## src/rtl/sdram_useq_pkg.sv

```systemverilog
package sdram_useq_pkg;

    localparam int UA_W = 4;
    localparam int BA_W = 2;

    typedef enum logic [UA_W-1:0] {
        UA_IDLE     = 4'h0,
        UA_SR_ENTER = 4'h1,
        UA_SR_EXIT  = 4'h2,
        UA_MODE     = 4'h3,
        UA_DESEL    = 4'h4,
        UA_PRE_B0   = 4'h5,
        UA_PRE_B1   = 4'h6,
        UA_PRE_B2   = 4'h7,
        UA_PRE_B3   = 4'h8,
        UA_ACT      = 4'h9,
        UA_READ     = 4'hA,
        UA_WRITE    = 4'hB,
        UA_SPARE0   = 4'hC,
        UA_SPARE1   = 4'hD,
        UA_SPARE2   = 4'hE,
        UA_SPARE3   = 4'hF
    } uaddr_e;

    typedef enum logic [2:0] {
        RQ_ACT     = 3'd0,
        RQ_READ    = 3'd1,
        RQ_WRITE   = 3'd2,
        RQ_PRE     = 3'd3,
        RQ_REFRESH = 3'd4,
        RQ_MODE    = 3'd5
    } req_e;

    typedef struct packed {
        logic            cke;
        logic            a10;
        logic [BA_W-1:0] ba;
        logic            cs_n;
        logic            ras_n;
        logic            cas_n;
        logic            we_n;
    } ucmd_t;

    typedef struct packed {
        logic [UA_W-1:0] nxt;
        ucmd_t           cmd;
    } uword_t;

    function automatic ucmd_t mk_cmd(input logic cke, input logic cs_n,
                                     input logic ras_n, input logic cas_n,
                                     input logic we_n, input logic [BA_W-1:0] ba,
                                     input logic a10);
        ucmd_t c;
        c.cke   = cke;
        c.a10   = a10;
        c.ba    = ba;
        c.cs_n  = cs_n;
        c.ras_n = ras_n;
        c.cas_n = cas_n;
        c.we_n  = we_n;
        return c;
    endfunction

    function automatic uword_t mk_word(input uaddr_e nxt, input ucmd_t cmd);
        uword_t w;
        w.nxt = nxt;
        w.cmd = cmd;
        return w;
    endfunction

endpackage

```

## src/rtl/sdram_ucode_rom.sv

```systemverilog
module sdram_ucode_rom
    import sdram_useq_pkg::*;
(
    input  uaddr_e addr,
    output uword_t word
);

    ucmd_t c_nop;
    ucmd_t c_desel;
    ucmd_t c_sr_enter;
    ucmd_t c_mode;
    ucmd_t c_act;
    ucmd_t c_read;
    ucmd_t c_write;

    always_comb begin
        c_nop      = mk_cmd(1'b1, 1'b0, 1'b1, 1'b1, 1'b1, '0, 1'b0);
        c_desel    = mk_cmd(1'b1, 1'b1, 1'b1, 1'b1, 1'b1, '0, 1'b0);
        c_sr_enter = mk_cmd(1'b0, 1'b0, 1'b0, 1'b0, 1'b1, '0, 1'b0);
        c_mode     = mk_cmd(1'b1, 1'b0, 1'b0, 1'b0, 1'b0, '0, 1'b0);
        c_act      = mk_cmd(1'b1, 1'b0, 1'b0, 1'b1, 1'b1, '0, 1'b0);
        c_read     = mk_cmd(1'b1, 1'b0, 1'b1, 1'b0, 1'b1, '0, 1'b0);
        c_write    = mk_cmd(1'b1, 1'b0, 1'b1, 1'b0, 1'b0, '0, 1'b0);
    end

    always_comb begin
        unique case (addr)
            UA_IDLE:     word = mk_word(UA_SR_ENTER, c_nop);
            UA_SR_ENTER: word = mk_word(UA_SR_EXIT,  c_sr_enter);
            UA_SR_EXIT:  word = mk_word(UA_IDLE,     c_nop);
            UA_MODE:     word = mk_word(UA_IDLE,     c_mode);
            UA_DESEL:    word = mk_word(UA_DESEL,    c_desel);
            UA_PRE_B0:   word = mk_word(UA_IDLE, mk_cmd(1'b1, 1'b0, 1'b0, 1'b1, 1'b0, 2'd0, 1'b0));
            UA_PRE_B1:   word = mk_word(UA_IDLE, mk_cmd(1'b1, 1'b0, 1'b0, 1'b1, 1'b0, 2'd1, 1'b0));
            UA_PRE_B2:   word = mk_word(UA_IDLE, mk_cmd(1'b1, 1'b0, 1'b0, 1'b1, 1'b0, 2'd2, 1'b0));
            UA_PRE_B3:   word = mk_word(UA_IDLE, mk_cmd(1'b1, 1'b0, 1'b0, 1'b1, 1'b0, 2'd3, 1'b0));
            UA_ACT:      word = mk_word(UA_ACT,      c_act);
            UA_READ:     word = mk_word(UA_ACT,      c_read);
            UA_WRITE:    word = mk_word(UA_ACT,      c_write);
            default:     word = mk_word(UA_IDLE,     c_nop);
        endcase
    end

endmodule

```

## src/rtl/sdram_useq_ctl.sv

```systemverilog
module sdram_useq_ctl
    import sdram_useq_pkg::*;
(
    input  logic            clk,
    input  logic            rst_n,
    input  logic            req_valid,
    input  req_e            req_kind,
    input  logic [BA_W-1:0] req_bank,
    input  logic [UA_W-1:0] rom_nxt,
    output uaddr_e          uaddr,
    output logic            req_ack
);

    uaddr_e nxt_state;
    uaddr_e pre_target;

    always_comb begin
        pre_target = uaddr_e'(UA_W'(UA_PRE_B0) + UA_W'(req_bank));
    end

    // Break-in logic: a permitted request overrides the chained pointer.
    always_comb begin
        req_ack   = 1'b0;
        nxt_state = uaddr_e'(rom_nxt);
        if (req_valid) begin
            unique case (uaddr)
                UA_IDLE: begin
                    unique case (req_kind)
                        RQ_ACT:     begin req_ack = 1'b1; nxt_state = UA_ACT;      end
                        RQ_REFRESH: begin req_ack = 1'b1; nxt_state = UA_SR_ENTER; end
                        RQ_MODE:    begin req_ack = 1'b1; nxt_state = UA_MODE;     end
                        RQ_PRE:     begin req_ack = 1'b1; nxt_state = pre_target;  end
                        default:    ;
                    endcase
                end
                UA_DESEL: begin
                    unique case (req_kind)
                        RQ_MODE:    begin req_ack = 1'b1; nxt_state = UA_MODE;     end
                        RQ_PRE:     begin req_ack = 1'b1; nxt_state = pre_target;  end
                        default:    ;
                    endcase
                end
                UA_ACT: begin
                    unique case (req_kind)
                        RQ_READ:    begin req_ack = 1'b1; nxt_state = UA_READ;     end
                        RQ_WRITE:   begin req_ack = 1'b1; nxt_state = UA_WRITE;    end
                        RQ_PRE:     begin req_ack = 1'b1; nxt_state = pre_target;  end
                        default:    ;
                    endcase
                end
                default: ;
            endcase
        end
    end

    always_ff @(posedge clk or negedge rst_n) begin
        if (!rst_n) uaddr <= UA_DESEL;
        else        uaddr <= nxt_state;
    end

    AST_DESEL_HOLDS: assert property (@(posedge clk) disable iff (!rst_n)
        (uaddr == UA_DESEL && !req_ack) |=> uaddr == UA_DESEL);
    AST_SR_CHAIN: assert property (@(posedge clk) disable iff (!rst_n)
        uaddr == UA_SR_ENTER |=> uaddr == UA_SR_EXIT);
    AST_SR_EXIT_LOCKED: assert property (@(posedge clk) disable iff (!rst_n)
        uaddr == UA_SR_EXIT |=> uaddr == UA_IDLE);
    AST_ACT_PARKS: assert property (@(posedge clk) disable iff (!rst_n)
        (uaddr == UA_ACT && !req_ack) |=> uaddr == UA_ACT);
    AST_RW_RETURN: assert property (@(posedge clk) disable iff (!rst_n)
        (uaddr == UA_READ || uaddr == UA_WRITE) |=> uaddr == UA_ACT);
    AST_PRE_RETURN: assert property (@(posedge clk) disable iff (!rst_n)
        (uaddr >= UA_PRE_B0 && uaddr <= UA_PRE_B3) |=> uaddr == UA_IDLE);

endmodule

```

## src/rtl/sdram_useq_merge.sv

```systemverilog
module sdram_useq_merge
    import sdram_useq_pkg::*;
#(
    parameter int ALO_W = 10
) (
    input  logic             clk,
    input  logic             rst_n,
    input  uaddr_e           uaddr,
    input  ucmd_t            cmd,
    input  logic             req_ack,
    input  req_e             req_kind,
    input  logic [BA_W-1:0]  req_bank,
    input  logic             req_a10,
    input  logic [ALO_W-1:0] req_addr,
    output logic             sd_cke,
    output logic             sd_cs_n,
    output logic             sd_ras_n,
    output logic             sd_cas_n,
    output logic             sd_we_n,
    output logic [BA_W-1:0]  sd_ba,
    output logic             sd_a10,
    output logic [ALO_W-1:0] sd_alo
);

    logic [BA_W-1:0]  lat_ba;
    logic             lat_a10;
    logic [ALO_W-1:0] lat_alo;
    logic             or_ba;
    logic             or_a10;
    logic             show_alo;

    always_ff @(posedge clk or negedge rst_n) begin
        if (!rst_n) begin
            lat_ba  <= '0;
            lat_a10 <= 1'b0;
            lat_alo <= '0;
        end else if (req_ack) begin
            if (req_kind == RQ_ACT || req_kind == RQ_READ || req_kind == RQ_WRITE)
                lat_ba <= req_bank;
            if (req_kind == RQ_ACT)
                lat_a10 <= req_a10;
            if (req_kind == RQ_ACT || req_kind == RQ_READ ||
                req_kind == RQ_WRITE || req_kind == RQ_MODE)
                lat_alo <= req_addr;
        end
    end

    always_comb begin
        or_ba    = (uaddr == UA_ACT) || (uaddr == UA_READ) || (uaddr == UA_WRITE);
        or_a10   = (uaddr == UA_ACT);
        show_alo = or_ba || (uaddr == UA_MODE);
        sd_cke   = cmd.cke;
        sd_cs_n  = cmd.cs_n;
        sd_ras_n = cmd.ras_n;
        sd_cas_n = cmd.cas_n;
        sd_we_n  = cmd.we_n;
        sd_ba    = cmd.ba  | (or_ba  ? lat_ba  : '0);
        sd_a10   = cmd.a10 | (or_a10 ? lat_a10 : 1'b0);
        sd_alo   = show_alo ? lat_alo : '0;
    end

    AST_DESEL_KEEPS_CKE: assert property (@(posedge clk) disable iff (!rst_n)
        sd_cs_n |-> sd_cke);
    AST_SR_ONE_CYCLE: assert property (@(posedge clk) disable iff (!rst_n)
        $fell(sd_cke) |=> sd_cke);
    AST_MODE_ADDR: assert property (@(posedge clk) disable iff (!rst_n)
        (sd_cke && !sd_cs_n && !sd_ras_n && !sd_cas_n && !sd_we_n)
        |-> sd_alo == $past(req_addr));
    AST_ACT_BANK: assert property (@(posedge clk) disable iff (!rst_n)
        ($past(req_ack) && $past(req_kind) == RQ_ACT) |-> sd_ba == $past(req_bank));

endmodule

```

## src/rtl/sdram_ucode_seq.sv

```systemverilog
module sdram_ucode_seq
    import sdram_useq_pkg::*;
#(
    parameter int ALO_W = 10
) (
    input  logic             clk,
    input  logic             rst_n,
    input  logic             req_valid,
    input  logic [2:0]       req_kind,
    input  logic [1:0]       req_bank,
    input  logic             req_a10,
    input  logic [ALO_W-1:0] req_addr,
    output logic             req_ack,
    output logic             sd_cke,
    output logic             sd_cs_n,
    output logic             sd_ras_n,
    output logic             sd_cas_n,
    output logic             sd_we_n,
    output logic [1:0]       sd_ba,
    output logic             sd_a10,
    output logic [ALO_W-1:0] sd_alo
);

    uaddr_e uaddr;
    uword_t word;
    req_e   kind;

    always_comb kind = req_e'(req_kind);

    sdram_ucode_rom u_rom (
        .addr (uaddr),
        .word (word)
    );

    sdram_useq_ctl u_ctl (
        .clk       (clk),
        .rst_n     (rst_n),
        .req_valid (req_valid),
        .req_kind  (kind),
        .req_bank  (req_bank),
        .rom_nxt   (word.nxt),
        .uaddr     (uaddr),
        .req_ack   (req_ack)
    );

    sdram_useq_merge #(.ALO_W(ALO_W)) u_merge (
        .clk      (clk),
        .rst_n    (rst_n),
        .uaddr    (uaddr),
        .cmd      (word.cmd),
        .req_ack  (req_ack),
        .req_kind (kind),
        .req_bank (req_bank),
        .req_a10  (req_a10),
        .req_addr (req_addr),
        .sd_cke   (sd_cke),
        .sd_cs_n  (sd_cs_n),
        .sd_ras_n (sd_ras_n),
        .sd_cas_n (sd_cas_n),
        .sd_we_n  (sd_we_n),
        .sd_ba    (sd_ba),
        .sd_a10   (sd_a10),
        .sd_alo   (sd_alo)
    );

endmodule

```

## config.mk

```make
export PLATFORM = sky130hd
export DESIGN_NAME = sdram_ucode_seq
export DESIGN_NICKNAME = d
export VERILOG_FILES = /design/src/rtl/sdram_useq_pkg.sv /design/src/rtl/sdram_ucode_rom.sv /design/src/rtl/sdram_useq_ctl.sv /design/src/rtl/sdram_useq_merge.sv /design/src/rtl/sdram_ucode_seq.sv
export SDC_FILE = /design/constraint.sdc
export NUM_CORES = 1
export LEC_CHECK = 0
export BUFFER_PORTS_ARGS = -buffer_cell sky130_fd_sc_hd__buf_2
export CAP_MARGIN = 20
export CORE_MARGIN = 1.5
export CORE_UTILIZATION = 46
export DETAILED_ROUTE_END_ITERATION = 10
export PLACE_DENSITY = 0.76
export SLEW_MARGIN = 40
export SYNTH_ARGS = -nofsm -noshare
export SYNTH_HDL_FRONTEND = slang
export SYNTH_SLANG_ARGS = --single-unit
```

## constraint.sdc

```tcl
create_clock -name clk -period 2.5 [get_ports clk]
set_clock_uncertainty 0.05 [all_clocks]
set_input_delay 0.25 -clock clk [delete_from_list [all_inputs] [get_ports clk]]
set_output_delay 0.25 -clock clk [all_outputs]
set_load 0.02 [all_outputs]
```

=== Word-level counts from Yosys, hierarchy flattened ===
Memories as Yosys holds them, arrays and structs flattened.
Cells that the tools add are included.

* Memories: 1
* Logic and storage cells: 45
* Bits of input ports: 19
* Register bits: 17
* Output and inout port bits: 19
* Bits in read-only memories: 176

* Reduce and logical (&&, ||, !) cells: 14
* Equal/unequal tests: 10
* Multiplexer cells: 13
* Bitwise operators: 2
* Add/sub/neg operators: 1

{| class="wikitable"
|+ Memory list
! name !! words !! width !! rd ports !! clocked after Yosys merged registers in !! write ports !! line !! RTL
|-
| (name not given) || 16 || 11 || 1 || 0 || 0 || sdram_ucode_rom.sv:27 || <nowiki>unique case (addr)</nowiki>
|}

{| class="wikitable"
|+ Operators by type and width
! kind !! count
|-
| $pmux 4 s3 || 2
|-
| $pmux 4 s4 || 1
|-
| $eq 4x4->1 const B || 3
|-
| $mux 10 || 1
|-
| $pmux 4 s2 || 1
|-
| $eq 3x2->1 const B || 2
|-
| $eq 3x3->1 const B || 2
|-
| $logic_or 1x1->1 || 6
|-
| $reduce_and 2->1 || 3
|-
| $mux 1 || 5
|-
| $add 3x2->4 const A || 1
|-
| $eq 4x2->1 const B || 1
|-
| $eq 4x3->1 const B || 1
|-
| $logic_not 4->1 || 1
|-
| $mux 4 || 1
|-
| $reduce_or 4->1 || 1
|-
| $eq 3x1->1 const B || 1
|-
| $logic_not 3->1 || 1
|-
| $pmux 1 s3 || 1
|-
| $reduce_or 3->1 || 1
|-
| $mux 2 || 1
|-
| $or 2x2->2 || 1
|-
| $reduce_or 2->1 || 1
|-
| $or 1x1->1 const A || 1
|}

=== Logic depth before layout (Yosys ltp) ===
Gate-level depths: netlist of run 1.

* Word-level depth: 6
* Depth in mapped cells: 8
* Depth with buffers taken out: 7

=== Hierarchy ===
A second synthesis of run 1 with hierarchy kept.

* Cell total of the unflattened synthesis: 154
* Area, all modules: 1431.4 um2

{| class="wikitable"
|+ Modules (own cells, without submodules)
! module !! cells each !! times used !! sequential area each (um2) !! area an instance (um2)
|-
| sdram_useq_merge || 55 || 1 || 325.3 || 679.4
|-
| sdram_useq_ctl || 66 || 1 || 101.3 || 520.5
|-
| sdram_ucode_rom || 33 || 1 || 0.0 || 231.5
|}

=== Worst setup path after synthesis of run 1 ===
No wires, ideal clock.

* Path type: register to register
* From: reg u_ctl.uaddr[1]
* To: reg u_merge.lat_alo[0]
* Slack: 0.086 ns
* Cell stages (with the launch flop): 9
* Arrival time: 2.239 ns
* Data required time: 2.325 ns
* Library setup time: 0.125 ns
* Clock period less this slack: 2.414 ns
* Cell sequence: dfrtp_1 > inv_1 > ha_1 > nor2b_1 > buf_2 > and2b_1 > a211oi_1 > a2111oi_4 > mux2_2

* Word-level cells in the longest chain between the ends: 4
* Elaborated cells between the ends (all ways): 6

{| class="wikitable"
|+ RTL lines
! item !! line !! RTL
|-
| start, declared || sdram_useq_ctl.sv:10 || <nowiki>output uaddr_e uaddr,</nowiki>
|-
| start signal, assigned || sdram_useq_ctl.sv:58 || <nowiki>else uaddr <= nxt_state;</nowiki>
|-
| $eq 4x4->1, or another cell as far along || sdram_useq_ctl.sv:26 || <nowiki>unique case (uaddr)</nowiki>
|-
| $pmux 1 s3 * || sdram_useq_ctl.sv:26 ||
|-
| $mux 1 * || sdram_useq_ctl.sv:25 || <nowiki>if (req_valid) begin</nowiki>
|-
| $reduce_and 2->1 (no line) * || - ||
|-
| end signal, assigned || sdram_useq_merge.sv:44 || <nowiki>lat_alo <= req_addr;</nowiki>
|-
| end, declared || sdram_useq_merge.sv:27 || <nowiki>logic [ALO_W-1:0] lat_alo;</nowiki>
|}

Every way passes the cells marked *; elsewhere a longest branch is shown, timed or not.
A chain may end at the register's enable or synchronous reset.

=== Worst setup path after layout of run 1 ===
* From: reg u_ctl.uaddr[0]
* To: out req_ack

* Word-level cells in the longest chain between the ends: 3
* Elaborated cells between the ends (all ways): 5

{| class="wikitable"
|+ RTL lines
! item !! line !! RTL
|-
| $eq 4x4->1, or another cell as far along || sdram_useq_ctl.sv:26 ||
|-
| $pmux 1 s3 * || sdram_useq_ctl.sv:26 ||
|-
| $mux 1 * || sdram_useq_ctl.sv:25 ||
|-
| end, declared || sdram_ucode_seq.sv:13 || <nowiki>output logic req_ack,</nowiki>
|}

Marked as above.

==> summary.md, run 1 <==
| Metric | Value |
|---|---|
| Slowest stage delay, CP | `0.40 ns` |
| Worst skew pair latency | `0.28 ns` |
| Via Count | `1206` |
| Final Total Pwr | `1.54 mW` |
| Final setup TNS | `0 ns` |
| Worst vdd ir | `0.000631 V` |
| WL met1 | `1.30 mm` |
| Hold Crit Class | `input pin to register` |
| Antenna violations before repair | `0` |
| Final nets | `209` |
| Fin util | `0.634` |
| Seq cells post-synth | `17` |
| Fin worst setup slack | `0.130 ns` |
| Routability Congestion | `0.912` |
| Syn. warnings | `0` |
| Final HPWL DP | `2.47 mm` |
| Reg2reg start | `u_ctl.uaddr[1]` |
| Crit path max fanout | `5` |
| Final Hold Fails | `0` |
| Die area | `3040 um^2` |
| Most frequent cells in the layout | `37 x buf_2, 16 x dfrtp_1, 13 x mux2_2` |
| Most common cell after layout, fill and taps aside | `buf_2` |
| TritonCTS Sinks | `17` |
| Post-DP Area | `1530 um^2` |
| Initial DRC Count | `22` |
| Worst Setup End Kind | `primary output` |
| Max_slew headroom | `0.727` |
| Sequential share of power | `0.303` |
| Core Box Area | `2520 um^2` |
| WL met3 | `195 um` |
| Async set or reset register ratio after synthesis | `1.00` |
| EDFF count, synth | `0` |
| Worst-margin pin slew | `0.399 ns` |
| Ant diodes | `0` |
| Register area share after synthesis | `0.341` |
| Critical path arrival | `2.07 ns` |
| CTS max path bufs | `2` |
| RSZ-0062 raised after global routing | `false` |
| LEAKAGE | `0.750 nW` |
| Hold Path Cell Cnt | `2` |
| Row Count | `18` |
| Syn nets | `161` |
| Die height | `55.2 um` |
| Largest net degree at the start of global routing | `18` |
| Top cells by area, synth | `dfrtp_1 32%, mux2_2 12%, and2_1 6.0%` |
| Maxcap violations | `0` |
| Htree depth | `1` |
| Post-layout instance count excluding filler cells | `213` |
| Worst-path clk slew | `0.09 ns` |
| Placed cell count | `208` |
| Number of I/O port buffers | `37` |
| Clock Power Share | `0.093` |
| Crit Path Class | `register to primary output` |
| CP Data Required Time | `2.20 ns` |
| Hold Crit Start | `req_addr[2]` |
| Switching share of total power | `0.427` |
| Total Routing Usage GR | `0.228` |
| Setup violations, final | `0` |
| Avg Inst Size Synth | `9.20 um^2` |
| P_int | `881 uW` |
| Comb pwr share | `0.604` |
| Syn Std Cell Area | `1250 um^2` |
| Grt total ovfl | `0` |
| Net switching power | `657 uW` |
| Layout area overhead | `27.8%` |
| Metal2 WL | `1.55 mm` |
| Worst-path cell chain | `inv_1 -> ha_1 -> nor2b_2 -> and2b_1 -> a211oi_4 -> buf_4 -> nor2_1 -> buf_2` |
| Max-slew violations | `0` |
| Worst r2r path cells | `8` |
| CTS tree | `yes` |
| First-pass DRT Iterations | `4` |
| Top FF cell, synth | `dfrtp_1` |
| DRC | `0` |
| PwrDens | `962 nW/um^2` |
| Die width | `55.2 um` |
| Status | `finished, final reports clean` |
| Period utilization | `0.948` |
| CTS Buf Count | `3` |
| Layout cells sized above 1 | `0.410` |
| Initial Utilization | `0.496` |
| Cell taking the most area after synthesis | `dfrtp_1` |
| Setup bufs post-CTS | `0` |
| Critical Path Start Type | `register` |
| Routed WL per cell | `14.7 um` |
| Synth top area share | `0.320` |
| Yosys cell types | `41` |
| CP max stage cell | `dfrtp_1` |
| Worst Setup SP | `u_ctl.uaddr[0]` |
| DR vias/cell | `5.66` |
| I/O Pins | `38` |
| WL final | `3.12 mm` |
| Synth Instances | `136` |
| Max layer used | `met4` |
| Antenna viol nets, final | `0` |
| Vias in the first global route | `1134` |
| Place WS | `0.0906 ns` |
| Post-layout minimum cycle time | `2.37 ns` |
| Root Buffer | `clkbuf_4` |
| First-pass GRT wire length | `4.89 mm` |
| Design area | `1600 um^2` |
| Fin Hold WS | `0.140 ns` |
| Fmax | `422 MHz` |
-- worst paths after layout --
check                      slack [ns]                  to
max reg2reg                      0.16  u_merge.lat_alo[4]
max                              0.13             req_ack
max in group asynchronous        1.75      u_ctl.uaddr[2]
min in group asynchronous        0.34  u_merge.lat_alo[5]
min                              0.14  u_merge.lat_alo[2]
min reg2reg                      0.46     u_merge.lat_a10
-- state kept, by name, summed over array words and instances (netlist names) --
name             cells
u_merge.lat_alo     10
u_merge.lat_ba       2
u_ctl.uaddr          4
u_merge.lat_a10      1
-- cell families after synthesis --
| family | share of synthesized area |
|---|---|
| buf+inv | 0.0420 |
| mux | 0.117 |
| fa+ha+maj | 0.0600 |
| flops | 0.341 |
| compound gates | 0.218 |
| xor+xnor | 0.00700 |
| simple gates | 0.215 |
-- Yosys cell counts, types with 3 or more instances --
library cell  number
nor2b_1            6
mux2_2            13
nand2b_1           3
buf_2              3
a21oi_1            9
ha_1               6
nand2_1            4
nor3_1             3
o21ai_0            8
dfrtp_1           16
nor2_1             9
and2_1            12
inv_1              7
-- repair_timing --
| action | in CTS | in global routing |
|---|---|---|
| resized for setup | 1 | 7 |
| endpoints found under the hold margin | 16 | 0 |
| pin swaps | 0 | 1 |
| hold buffers | 1 | 0 |
| endpoints found under the setup margin | 1 | 23 |
-- power by group through the flow --
stage / logic, mW / registers (mW) / clock network (mW)
2_1_floorplan: 0.604 / 0.440 / 0
3_3_place_gp: 0.858 / 0.455 / 0
3_5_place_dp: 0.896 / 0.469 / 0
4_1_cts: 0.908 / 0.463 / 0.148
5_1_grt: 1.01 / 0.479 / 0.164
6_report: 0.929 / 0.466 / 0.143
-- layout make-up --
| class | count | area (um^2) |
|---|---|---|
| multi-input combinational | 106 | 805 |
| timing repair buffer | 49 | 278 |
| tap | 30 | 37.5 |
| clock buffer | 4 | 26.3 |
| fill | 233 | 923 |
| sequential | 17 | 427 |
| inverter | 7 | 26.3 |
-- critical path: cells and delay by family, from the launching register on --
kind	cells	cell delay [ns]
simple gates	3	0.44
buf+inv	3	0.42
flops	1	0.40
compound gates	1	0.31
fa+ha+maj	1	0.21
-- routing by layer --
metal,up-vias,global-route usage
met1,560,0.286
li1,581,-
met5,-,0
met4,0,0.0976
met3,11,0.0323
met2,54,0.389
Note: power is estimated with default switching activity, not from simulation.
==> run 2: changes to the inputs <==
==> constraint.sdc (replaced) <==
create_clock -name clk -period 2.5 [get_ports clk]
set_clock_uncertainty 0.05 [all_clocks]
set_input_delay 0.375 -clock clk [delete_from_list [all_inputs] [get_ports clk]]
set_output_delay 0.375 -clock clk [all_outputs]
set_load 0.02 [all_outputs]
==> run 2 against run 1 <==
Net effect:
- sequential share of layout area shrank 0.77 points
- utilization increased by 2.1 points
- non-clock buffer count is 5 higher
- first-iteration DRC count rose by 18%
- global-route usage fell by 0.33 points
- critical path type unchanged
- largest cell class unchanged
- largest power group unchanged
- highest routed layer unchanged
==> summary.md, run 2 (synthesis results as in run 1) <==
| Metric | Value |
|---|---|
| Max-slew violations | `0` |
| Critical Path Start Type | `register` |
| Setup violations, final | `0` |
| Sequential share of power | `0.288` |
| Critical path arrival | `2.02 ns` |
| PwrDens | `979 nW/um^2` |
| Switching share of total power | `0.426` |
| Max reg flops | `10` |
| Hold Path Cell Cnt | `2` |
| WL final | `3.43 mm` |
| Final Total Pwr | `1.62 mW` |
| I/O Pins | `38` |
| Max_slew headroom | `0.662` |
| Total Routing Usage GR | `0.225` |
| P_int | `928 uW` |
| Worst skew pair latency | `0.29 ns` |
| Grt total ovfl | `0` |
| CP Data Required Time | `2.08 ns` |
| CTS max path bufs | `2` |
| Largest Register | `u_merge.lat_alo` |
| Worst-path clk slew | `0.10 ns` |
| Crit Path Class | `register to primary output` |
| Routed WL per cell | `15.7 um` |
| Fin worst setup slack | `0.0503 ns` |
| Worst r2r path cells | `8` |
| Post-layout minimum cycle time | `2.45 ns` |
| Final HPWL DP | `2.49 mm` |
| DR vias/cell | `5.83` |
| Final nets | `214` |
| Most frequent cells in the layout | `36 x buf_2, 16 x buf_4, 15 x dfrtp_1` |
| Worst Setup SP | `u_ctl.uaddr[0]` |
| Row Count | `18` |
| LEAKAGE | `0.776 nW` |
| Setup crit end | `req_ack` |
| Worst Setup End Kind | `primary output` |
| Net switching power | `690 uW` |
| Vias in the first global route | `1129` |
| Place WS | `0.0885 ns` |
| Root Buffer | `clkbuf_4` |
| Die width | `55.2 um` |
| Layout cells sized above 1 | `0.457` |
| Comb pwr share | `0.623` |
| Fmax | `408 MHz` |
| Most common cell after layout, fill and taps aside | `buf_2` |
| Fin Hold WS | `0.259 ns` |
| Number of I/O port buffers | `37` |
| Antenna viol nets, final | `0` |
| First-pass DRT Iterations | `4` |
| Largest net degree at the start of global routing | `18` |
| Core Box Area | `2520 um^2` |
| Initial DRC Count | `26` |
| Crit path max fanout | `3` |
| Antenna violations before repair | `0` |
| Worst R2R Setup Slack | `0.16 ns` |
| Htree depth | `1` |
| Worst-margin pin slew | `0.494 ns` |
| Worst vdd ir | `0.000770 V` |
| Biggest regs | `u_merge.lat_alo x10, u_ctl.uaddr x4, u_merge.lat_ba x2` |
| Period utilization | `0.980` |
| Ant diodes | `0` |
| Hold Crit Class | `input pin to register` |
| Routability Congestion | `0.871` |
| DRC | `0` |
| CTS tree | `yes` |
| Maxcap violations | `0` |
| R2R Path End | `u_merge.lat_alo[1]` |
| First-pass GRT wire length | `4.81 mm` |
| CTS Buf Count | `3` |
| Status | `finished, final reports clean` |
| Initial Utilization | `0.496` |
| Reg2reg start | `u_ctl.uaddr[1]` |
| Layout area overhead | `32.0%` |
| Final Hold Fails | `0` |
| Via Count | `1271` |
| TritonCTS Sinks | `17` |
| Die area | `3040 um^2` |
| Die height | `55.2 um` |
| Clock Power Share | `0.089` |
[run 2: final cells by class]
cell class	count	area, um^2
inverters	7	26.3
multi-input cells	106	811
well taps	30	37.5
clock inverters	1	5.00
flip-flops and latches	17	428
repair buffers	54	322
fillers	236	871
clock buffers	3	22.5
[run 2: repair_timing]
item,in CTS,in global routing
gates resized for setup,4,11
setup endpoints to repair,1,13
hold buffers,1,0
cloned,0,0
pin swaps,1,1
hold endpoints to repair,16,0
buffers inserted,2,2
[run 2: critical path: stages (launching register included)]
cell	delay, ns
dfrtp_1	0.39
inv_2	0.06
ha_2	0.20
nor2b_4	0.13
and2b_2	0.23
a211oi_4	0.35
buf_4	0.17
nor2_1	0.03
buf_4	0.17
[run 2: how the worst min path moves through the flow]
stage / from / end
5_1_grt: req_addr[2] / u_merge.lat_alo[2]
2_1_floorplan: rst_n / u_ctl.uaddr[0]
6_report: req_addr[2] / u_merge.lat_alo[2]
4_1_cts: req_addr[2] / u_merge.lat_alo[2]
3_3_place_gp: rst_n / u_merge.lat_alo[5]
3_5_place_dp: rst_n / u_merge.lat_alo[6]
[run 2: through the flow]
step	instance area, um^2	utilization	instances	setup TNS (ns)
after floorplan	1250	-	136	0
after global placement	1540	0.610	209	0
after detailed placement	1540	0.610	209	0
after CTS	1610	0.638	216	0
after global routing	1650	0.655	218	-0.0362
final	1650	0.655	218	0
[run 2: power by group through the flow]
stage / logic, mW / registers, mW / clock network [mW]
2_1_floorplan: 0.604 / 0.440 / 0
3_3_place_gp: 0.842 / 0.456 / 0
3_5_place_dp: 0.880 / 0.470 / 0
4_1_cts: 0.934 / 0.460 / 0.151
5_1_grt: 1.10 / 0.482 / 0.157
6_report: 1.01 / 0.466 / 0.144
[run 2: per-layer routing]
| metal | track usage | part of all wire |
|---|---|---|
| met1 | 0.273 | 0.42 |
| met2 | 0.403 | 0.53 |
| met3 | 0.0349 | 0.051 |
| met4 | 0.0732 | 0.0067 |
| met5 | 0 | 0 |
==> run 3: changes to the inputs <==
Settings changed: ABC_AREA from default to 1, CORE_UTILIZATION 46 to 47, PLACE_DENSITY 0.76 to 0.75.
==> run 3 against run 2 <==
Net effect:
- register-to-register slack improved by 0.48 ns
- count of clock-buffer cells in the layout did not move
- synthesized cell count rose by 51%
- the run now ends with design-rule violations left
==> summary.md, run 3 <==
| Metric | Value |
|---|---|
| Final HPWL DP | `2.57 mm` |
| Root Buffer | `clkbuf_4` |
| Htree depth | `1` |
| CTS tree | `yes` |
| Layout cells sized above 1 | `0.283` |
| EDFF count, synth | `0` |
| DRC | `3` |
| Crit Path Class | `register to primary output` |
| Worst-path clk slew | `0.10 ns` |
| LEAKAGE | `0.987 nW` |
| Crit path max fanout | `8` |
| Setup bufs post-CTS | `0` |
| Top FF cell, synth | `dfrtp_1` |
| Antenna viol nets, final | `0` |
| Critical Path Start Type | `register` |
| Hold Crit Start | `req_addr[3]` |
| Status | `complete, but fails checks` |
| Most common cell in the synthesized netlist | `nand2_1` |
| Vias in the first global route | `1261` |
| Antenna violations before repair | `0` |
| Worst vdd ir | `0.000298 V` |
| Row Count | `19` |
| Seq cells post-synth | `17` |
| Fmax | `422 MHz` |
| Avg Inst Size Synth | `6.95 um^2` |
| CTS Buf Count | `3` |
| TritonCTS Sinks | `17` |
| Largest Register | `u_merge.lat_alo` |
| RSZ-0062 raised after global routing | `false` |
| Fin worst setup slack | `0.131 ns` |
| Most common cell after layout, fill and taps aside | `nand2_1` |
| Final Hold Fails | `0` |
| Critical path arrival | `1.94 ns` |
| Async set or reset register ratio after synthesis | `1.00` |
| Top cells by area, synth | `dfrtp_1 28%, nand2_1 17%, inv_1 6.6%` |
| Post-layout instance count excluding filler cells | `275` |
| WL final | `3.22 mm` |
| R2R Path End | `u_merge.lat_alo[1]` |
| WP buf/inv | `2` |
| Fin util | `0.585` |
| Die area | `3390 um^2` |
| Worst-margin pin slew | `0.426 ns` |
| Routed WL per cell | `11.7 um` |
| Worst-path cell chain | `inv_1 -> ha_1 -> nand3_4 -> nand3_1 -> nand2_2 -> a31oi_1 -> buf_2` |
| Post-layout minimum cycle time | `2.37 ns` |
| Max-slew violations | `0` |
| Cell taking the most area after synthesis | `dfrtp_1` |
| Hold Path Cell Cnt | `3` |
| Via Count | `1396` |
| Final setup TNS | `0 ns` |
| I/O Pins | `38` |
| First-pass GRT wire length | `5.39 mm` |
| PwrDens | `809 nW/um^2` |
| Ant diodes | `0` |
| Register area share after synthesis | `0.298` |
| CTS max path bufs | `2` |
| Setup violations, final | `0` |
| Number of I/O port buffers | `37` |
| Layout area overhead | `15.6%` |
| Placed cell count | `270` |
| Worst r2r path cells | `9` |
| Worst skew pair latency | `0.30 ns` |
| Grt total ovfl | `0` |
| Initial Utilization | `0.506` |
| Synth top area share | `0.280` |
| Period utilization | `0.948` |
| Routability Congestion | `0.873` |
| Crit path max-delay family | `simple AND/OR/NAND/NOR gates` |
| Syn Std Cell Area | `1430 um^2` |
| Reg2reg start | `u_ctl.uaddr[1]` |
| Maxcap violations | `0` |
| Max_slew headroom | `0.716` |
| Synth Instances | `206` |
| Die height | `58.2 um` |
| Initial DRC Count | `47` |
| Violated checks | `design-rule violations` |
| Core Box Area | `2830 um^2` |
| First-pass DRT Iterations | `7` |
| Place WS | `0.479 ns` |
| Final nets | `270` |
| Syn nets | `231` |
| DR vias/cell | `5.08` |
| Total Routing Usage GR | `0.207` |
| Most frequent cells in the layout | `63 x nand2_1, 37 x buf_2, 25 x inv_1` |
| Syn. warnings | `0` |
| Worst Setup End Kind | `primary output` |
| Die width | `58.2 um` |
| CP Data Required Time | `2.08 ns` |
| Biggest regs | `u_merge.lat_alo x10, u_ctl.uaddr x4, u_merge.lat_ba x2` |
| Min-Delay Endpoint | `u_merge.lat_alo[3]` |
| Final Total Pwr | `1.34 mW` |
| CP max stage cell | `dfrtp_1` |
| Filler Cell Count | `281` |
| Worst R2R Setup Slack | `0.64 ns` |
| Largest net degree at the start of global routing | `22` |
| Slowest stage delay, CP | `0.42 ns` |
| Yosys cell types | `31` |
| Max reg flops | `10` |
| Synth cell count leaders | `63 x nand2_1, 25 x inv_1, 23 x nor2_1` |
| Hold Crit Class | `input pin to register` |
==> run 3: cell types whose count changed after synthesis, sizes merged, moves of 7 or more <==
| cell | change |
|---|---|
| nand3 | +20 |
| a21oi | -7 |
| mux2 | -13 |
| nand2 | +66 |
| nand4 | +14 |
| nor2b | -7 |
| nor2 | +16 |
| inv | +25 |
| and2 | -12 |
==> run 3: layout make-up <==
class | instances | area, um^2 | area share
Tap cell | 31 | 38.8 | 0.0234
Multi-Input combinational cell | 152 | 837 | 0.506
Clock inverter | 1 | 5.00 | 0.00302
Timing Repair Buffer | 38 | 195 | 0.118
Sequential cell | 17 | 427 | 0.258
Clock buffer | 3 | 22.5 | 0.0136
Inverter | 33 | 130 | 0.0786
==> run 3: metrics by stage <==
stage	hold WS, ns	cell area (um^2)
6_report	0.261	1660
5_1_grt	0.261	1660
4_1_cts	0.259	1660
3_5_place_dp	0.266	1620
3_3_place_gp	0.258	1620
2_1_floorplan	0.0294	1430
==> run 3: power breakdown <==
part / switching [mW] / internal (mW) / leakage, nW
clock: 0.0913 / 0.0598 / 0.0177
combinational: 0.476 / 0.246 / 0.756
sequential: 0.0718 / 0.394 / 0.213
total: 0.639 / 0.700 / 0.987
==> run 3: worst max path at each step <==
stage / slack (ns) / cells past startpoint / to / from
finish: 0.13 / 7 / req_ack / u_ctl.uaddr[1]
global route: 0.01 / 7 / sd_alo[0] / u_ctl.uaddr[1]
CTS: 0.13 / 7 / req_ack / u_ctl.uaddr[1]
detailed placement: 0.48 / 7 / req_ack / u_ctl.uaddr[1]
global placement: 0.49 / 7 / req_ack / u_ctl.uaddr[1]
floorplan: 0.55 / 6 / req_ack / u_ctl.uaddr[1]
==> run 3: cell families after synthesis <==
logic type,after synthesis,share of synthesized area
AO/OA/AOI/OAI,13,0.0559
adder cells (fa/ha/maj),6,0.0524
buffers and inverters,37,0.117
flip-flops,17,0.298
AND/OR/NAND/NOR,133,0.476
==> run 3: what timing repair did <==
action	in CTS	in global routing
gates resized for setup	0	0
hold buffers	1	0
setup endpoints to repair	0	0
hold endpoints to repair	16	0
==> run 3: per-layer routing <==
metal | up-vias | wire length [um] | GRT usage
met5 | - | 0 | 0
li1 | 736 | - | -
met3 | 5 | 102 | 0.0201
met1 | 617 | 1540 | 0.278
met4 | 0 | 65 | 0.0963
met2 | 38 | 1510 | 0.336
==> run 3: worst reg2reg max path: cells and delay by family (launching register included) <==
kind	cells	cell delay, ns
DFF	1	0.42
buffers and inverters	2	0.23
and+or+nand+nor	6	0.73
adders and majority gates	1	0.32
